$ cat src/rtl/sir_pkg.sv
`timescale 1ns/1ps
package sir_pkg;

    typedef enum logic [1:0] {
        TX_IDLE  = 2'd0,
        TX_PULSE = 2'd1,
        TX_GAP   = 2'd2
    } tx_state_t;

    typedef enum logic [1:0] {
        RX_IDLE = 2'd0,
        RX_QUAL = 2'd1,
        RX_HOLD = 2'd2
    } rx_state_t;

endpackage

$ cat src/rtl/sir_sync.sv
`timescale 1ns/1ps
module sir_sync #(
    parameter int STAGES = 2
) (
    input  logic clk,
    input  logic rst_n,
    input  logic d,
    output logic q
);
    logic [STAGES-1:0] chain;

    generate
        if (STAGES == 1) begin : g_single
            always_ff @(posedge clk or negedge rst_n) begin
                if (!rst_n) chain <= '0;
                else        chain <= d;
            end
        end else begin : g_multi
            always_ff @(posedge clk or negedge rst_n) begin
                if (!rst_n) chain <= '0;
                else        chain <= {chain[STAGES-2:0], d};
            end
        end
    endgenerate

    assign q = chain[STAGES-1];
endmodule

$ cat src/rtl/sir_mod.sv
`timescale 1ns/1ps
module sir_mod
    import sir_pkg::*;
#(
    parameter int TICKS_PER_BIT = 16,
    parameter int PULSE_TICKS   = 3,
    parameter int LP_TICKS      = 2
) (
    input  logic clk,
    input  logic rst_n,
    input  logic tick16,
    input  logic tick_fix,
    input  logic low_pwr,
    input  logic tx_bit,
    output logic pulse
);
    localparam int BIT_W  = $clog2(TICKS_PER_BIT);
    localparam int SLOT_W = $clog2(PULSE_TICKS + 1);
    localparam int FIX_W  = $clog2(LP_TICKS + 1);
    localparam logic [BIT_W-1:0]  LAST_TICK = BIT_W'(TICKS_PER_BIT - 1);
    localparam logic [SLOT_W-1:0] LAST_SLOT = SLOT_W'(PULSE_TICKS - 1);
    localparam logic [FIX_W-1:0]  LAST_FIX  = FIX_W'(LP_TICKS - 1);

    tx_state_t         state, state_nxt;
    logic [BIT_W-1:0]  bit_cnt, bit_cnt_nxt;
    logic [SLOT_W-1:0] slot_cnt, slot_cnt_nxt;
    logic [FIX_W-1:0]  fix_cnt, fix_cnt_nxt;

    // state register
    always_ff @(posedge clk or negedge rst_n) begin
        if (!rst_n) begin
            state    <= TX_IDLE;
            bit_cnt  <= '0;
            slot_cnt <= '0;
            fix_cnt  <= '0;
        end else begin
            state    <= state_nxt;
            bit_cnt  <= bit_cnt_nxt;
            slot_cnt <= slot_cnt_nxt;
            fix_cnt  <= fix_cnt_nxt;
        end
    end

    // next state
    always_comb begin
        state_nxt    = state;
        bit_cnt_nxt  = bit_cnt;
        slot_cnt_nxt = slot_cnt;
        fix_cnt_nxt  = fix_cnt;
        unique case (state)
            TX_IDLE: begin
                if (tick16 && !tx_bit) begin
                    state_nxt    = TX_PULSE;
                    bit_cnt_nxt  = '0;
                    slot_cnt_nxt = '0;
                    fix_cnt_nxt  = '0;
                end
            end
            TX_PULSE, TX_GAP: begin
                if (tick16 && bit_cnt == LAST_TICK) begin
                    // bit end: the next bit decides
                    bit_cnt_nxt  = '0;
                    slot_cnt_nxt = '0;
                    fix_cnt_nxt  = '0;
                    state_nxt    = tx_bit ? TX_IDLE : TX_PULSE;
                end else begin
                    if (tick16) bit_cnt_nxt = bit_cnt + 1'b1;
                    if (state == TX_PULSE) begin
                        if (!low_pwr) begin
                            if (tick16) begin
                                if (slot_cnt == LAST_SLOT) state_nxt = TX_GAP;
                                else slot_cnt_nxt = slot_cnt + 1'b1;
                            end
                        end else if (tick_fix) begin
                            if (fix_cnt == LAST_FIX) state_nxt = TX_GAP;
                            else fix_cnt_nxt = fix_cnt + 1'b1;
                        end
                    end
                end
            end
            default: state_nxt = TX_IDLE;
        endcase
    end

    // outputs
    always_comb begin
        pulse = (state == TX_PULSE);
    end
endmodule

$ cat src/rtl/sir_demod.sv
`timescale 1ns/1ps
module sir_demod
    import sir_pkg::*;
#(
    parameter int TICKS_PER_BIT  = 16,
    parameter int MIN_PULSE_CLKS = 3
) (
    input  logic clk,
    input  logic rst_n,
    input  logic tick16,
    input  logic line,
    output logic busy,
    output logic hold
);
    localparam int BIT_W = $clog2(TICKS_PER_BIT);
    localparam int W_W   = $clog2(MIN_PULSE_CLKS + 1);
    localparam logic [BIT_W-1:0] LAST_TICK = BIT_W'(TICKS_PER_BIT - 1);
    localparam logic [W_W-1:0]   LAST_W    = W_W'(MIN_PULSE_CLKS - 1);
    localparam bit               ONE_CLK   = (MIN_PULSE_CLKS <= 1);

    rx_state_t        state, state_nxt;
    logic [W_W-1:0]   wcnt, wcnt_nxt;
    logic [BIT_W-1:0] hcnt, hcnt_nxt;

    // state register
    always_ff @(posedge clk or negedge rst_n) begin
        if (!rst_n) begin
            state <= RX_IDLE;
            wcnt  <= '0;
            hcnt  <= '0;
        end else begin
            state <= state_nxt;
            wcnt  <= wcnt_nxt;
            hcnt  <= hcnt_nxt;
        end
    end

    // next state
    always_comb begin
        state_nxt = state;
        wcnt_nxt  = wcnt;
        hcnt_nxt  = hcnt;
        unique case (state)
            RX_IDLE: begin
                if (line) begin
                    if (ONE_CLK) begin
                        state_nxt = RX_HOLD;
                        hcnt_nxt  = '0;
                    end else begin
                        state_nxt = RX_QUAL;
                        wcnt_nxt  = W_W'(1);
                    end
                end
            end
            RX_QUAL: begin
                if (!line) begin
                    state_nxt = RX_IDLE;
                end else if (wcnt == LAST_W) begin
                    state_nxt = RX_HOLD;
                    hcnt_nxt  = '0;
                end else begin
                    wcnt_nxt = wcnt + 1'b1;
                end
            end
            RX_HOLD: begin
                if (tick16) begin
                    if (hcnt == LAST_TICK) state_nxt = RX_IDLE;
                    else hcnt_nxt = hcnt + 1'b1;
                end
            end
            default: state_nxt = RX_IDLE;
        endcase
    end

    // outputs
    always_comb begin
        busy = (state != RX_IDLE);
        hold = (state == RX_HOLD);
    end
endmodule

$ cat src/rtl/sir_codec.sv
`timescale 1ns/1ps
module sir_codec #(
    parameter int TICKS_PER_BIT  = 16,
    parameter int PULSE_TICKS    = 3,
    parameter int LP_TICKS       = 2,
    parameter int MIN_PULSE_CLKS = 3,
    parameter int SYNC_STAGES    = 2
) (
    input  logic clk,
    input  logic rst_n,
    input  logic tick16,
    input  logic tick_fix,
    input  logic mod_en,
    input  logic low_pwr,
    input  logic tx_nrz,
    input  logic ir_rx,
    output logic ir_tx,
    output logic rx_nrz
);
    logic rx_sync;
    logic mod_pulse;
    logic dem_busy;
    logic dem_hold;

    sir_sync #(.STAGES(SYNC_STAGES)) u_sync (
        .clk   (clk),
        .rst_n (rst_n),
        .d     (ir_rx),
        .q     (rx_sync)
    );

    sir_mod #(
        .TICKS_PER_BIT (TICKS_PER_BIT),
        .PULSE_TICKS   (PULSE_TICKS),
        .LP_TICKS      (LP_TICKS)
    ) u_mod (
        .clk      (clk),
        .rst_n    (rst_n),
        .tick16   (tick16),
        .tick_fix (tick_fix),
        .low_pwr  (low_pwr),
        .tx_bit   (tx_nrz),
        .pulse    (mod_pulse)
    );

    sir_demod #(
        .TICKS_PER_BIT  (TICKS_PER_BIT),
        .MIN_PULSE_CLKS (MIN_PULSE_CLKS)
    ) u_demod (
        .clk    (clk),
        .rst_n  (rst_n),
        .tick16 (tick16),
        .line   (rx_sync),
        .busy   (dem_busy),
        .hold   (dem_hold)
    );

    // output select: pulse mode with echo blanking, or pass-through
    always_comb begin
        if (mod_en) begin
            ir_tx  = mod_pulse && !dem_busy;
            rx_nrz = !dem_hold;
        end else begin
            ir_tx  = tx_nrz;
            rx_nrz = rx_sync;
        end
    end
endmodule

$ cat config.mk
export PLATFORM = sky130hd
export DESIGN_NAME = sir_codec
export DESIGN_NICKNAME = d
export VERILOG_FILES = /design/src/rtl/sir_pkg.sv /design/src/rtl/sir_sync.sv /design/src/rtl/sir_mod.sv /design/src/rtl/sir_demod.sv /design/src/rtl/sir_codec.sv
export SDC_FILE = /design/constraint.sdc
export NUM_CORES = 1
export LEC_CHECK = 0
export CAP_MARGIN = 20
export CORE_MARGIN = 1
export CORE_UTILIZATION = 35
export CTS_CLUSTER_SIZE = 12
export DETAILED_ROUTE_END_ITERATION = 8
export PLACE_DENSITY_LB_ADDON = 0.3
export SKIP_CTS_REPAIR_TIMING = 1
export SLEW_MARGIN = 20
export SYNTH_ARGS = -nofsm -noshare
export SYNTH_HDL_FRONTEND = slang
export SYNTH_SLANG_ARGS = --single-unit
$ cat constraint.sdc
create_clock -name clk -period 2.25 [get_ports clk]
set_clock_uncertainty 0.2 [all_clocks]
set_input_delay 0.45 -clock clk [delete_from_list [all_inputs] [get_ports clk]]
set_output_delay 0.45 -clock clk [all_outputs]
set_load 0.005 [all_outputs]
==> metrics.yaml <==
critical_path:
  critPathMaxFanout: 5
  crit_type: "flop to flop"
  required_ns: 2.29
  timing.reg2reg.setup_slack_ns: 0.12
  cp.arrival_ns: 2.18
  slowest_delay_ns: 0.47
  end_kind: "flop"
  cpLargestDelayFamily: "simple AND/OR/NAND/NOR gates"
  crit_slowest_cell: "or4_1"
  r2r_cells: 6
  regToRegEndpoint: "u_mod.bit_cnt[3]"
  r2r_start: "u_mod.state[0]"
  cp.buffers_inverters: 1
  path_cells: "inv_1 -> ha_1 -> nor2b_1 -> o21a_1 -> or4_1 -> a21oi_1"
  startpoint_type: "flop"
sta:
  fin_crit_sh: 0.948
  worst_slew_pin_slew_ns: 0.319
  setup_viol: 0
  rsz0062_at_grt: "false"
  max-slew-margin-rel: 0.785
  finalHoldViolations: 0
  hold_slack_ns: 0.158
  max_freq_mhz: 469
  slew_viol_final: 0
  totalNegativeSetupSlack_ns: 0
  final.setup.worst_slack_ns: 0.118
  fin_crit_ns: 2.13
power_and_ir_drop:
  power.leakage_nw: 0.660
  p_per_area_nw_per_um2: 1060
  finalPower_mw: 1.49
  irDropWorstVdd_uv: 592
worst_hold_path:
  hold_path_end: "u_sync.chain[1]"
  hold_start: "u_sync.chain[0]"
  min_delay_path_depth: 0
  hold_path_class: "flop to flop"
logic_synthesis:
  syn_nets: 137
  yosysUniqueCellTypes: 37
  ys_warn_count: 0
  synth_cells: 120
  yosysTopAreaCellShare: 0.426
  ys.flop_type: "dfrtp_1"
  synth-async-reset-ratio: 1.00
  ys_seq_area_frac: 0.426
  synth.most_common_cell: "dfrtp_1"
  avgSynthCellArea_um2: 9.80
  syn_area_um2: 1180
  ys_top_cells_by_count: "dfrtp_1, inv_1, ha_1"
  synth_edf_count: 0
  synth-seq-cells: 20
  synth_area_leaders: "dfrtp_1, ha_1, inv_1"
  yosysTopAreaCell: "dfrtp_1"
place:
  io_buffer_count: 9
  gp_congestion: 0.784
  preCtsSetupSlack_ns: -0.173
  dp.cells: 179
  post_dp_cell_area_um2: 1370
  dpl.hpwl_um: 1740
grt:
  grt_overflow: 0
  track_usage: 0.152
  grt_max_degree: 21
  grt_pass1_vias: 946
  grt_pass1_wl_um: 4090
  antenna_found_initial: 0
final_layout:
  final_cell_area_um2: 1410
  fin_nets: 157
  diodes: 0
  drive_above_1_share: 0.129
  areaGrowthSynthToFinish_pct: 19.9
  fill_cells: 312
  fin_cells: 183
  fin_util: 0.451
routing:
  num_vias: 956
  wire_per_inst_um: 12.6
  dr.pass1.iters: 5
  drt-total-wl_um: 2310
  antenna_left: 0
  drtIter0Drc: 77
  drc: 0
  via_per_inst: 5.22
floorplan:
  die_area_um2: 3600
  fp.dieH_um: 60.0
  start_util: 0.376
  rows: 20
  die_w_um: 60.0
  core_um2: 3130
  pin_count: 10
clock_tree:
  clk_pin_slew_ns: 0.12
  h-tree-depth: 1
  numCtsBuffers: 3
  clock_path_buffers: 2
  cts_tree: "yes"
  root_buffer: "clkbuf_4"
  clock_latency_ns: 0.31
  cts_sinks: 20
job:
  drv_cap: 0
run_status:
  status: "complete, no violations"
[per-layer routing]
layer / vias to the layer above / global-route usage / wire length (µm)
li1: 481 / - / -
met1: 454 / 0.188 / 1100
met2: 19 / 0.265 / 1090
met3: 2 / 0.0476 / 110
met4: 0 / 0.0199 / 13
met5: - / 0 / 0
[worst max path at each step]
stage / from / to / slack [ns] / cells past startpoint
after floorplan: u_mod.state[0] / u_mod.bit_cnt[3] / 0.20 / 7
after global placement: mod_en / ir_tx / -0.12 / 4
after detailed placement: mod_en / ir_tx / -0.17 / 4
after CTS: u_mod.state[1] / ir_tx / -0.25 / 5
after global routing: u_mod.state[0] / u_mod.bit_cnt[3] / 0.01 / 6
final: u_mod.state[0] / u_mod.bit_cnt[3] / 0.12 / 6
[placed cells by master, fill, tap and decap left out, types with 4 or more instances in the layout]
cell | synthesis | layout
a21oi_1 | 7 | 7
buf_4 | 1 | 10
clkdlybuf4s50_1 | 0 | 7
dfrtp_1 | 20 | 20
ha_1 | 9 | 9
inv_1 | 11 | 11
nand2_1 | 8 | 8
nand3_1 | 4 | 4
nor2b_1 | 4 | 4
o21ai_0 | 8 | 8
[power breakdown]
group          internal, mW  switching, mW  total, mW
sequential            0.455         0.0755      0.531
clock                0.0989          0.119      0.218
combinational         0.374          0.368      0.742
[area by class of cell]
type	count	area, µm²	share of cell area
flip-flops and latches	20	500	0.355
well taps	44	55.1	0.0390
inverters	11	41.3	0.0293
repair buffers	19	170	0.121
multi-input cells	85	607	0.430
clock buffers	4	36.3	0.0257
[cells by family after synthesis]
logic type | count (synthesis) | share of synthesized area
flip-flops | 20 | 0.426
buffers and inverters | 15 | 0.0585
adder cells (fa/ha/maj) | 9 | 0.0957
multiplexers | 5 | 0.0447
AO/OA/AOI/OAI | 36 | 0.203
AND/OR/NAND/NOR | 35 | 0.172
[flip-flops by register name, summed over array words and instances, names as in the netlist]
name            flops
u_mod.state         2
u_mod.fix_cnt       2
u_demod.hcnt        4
u_mod.bit_cnt       4
u_mod.slot_cnt      2
u_demod.state       2
u_demod.wcnt        2
u_sync.chain        2
No activity file was read; power rests on OpenSTA's default activity.
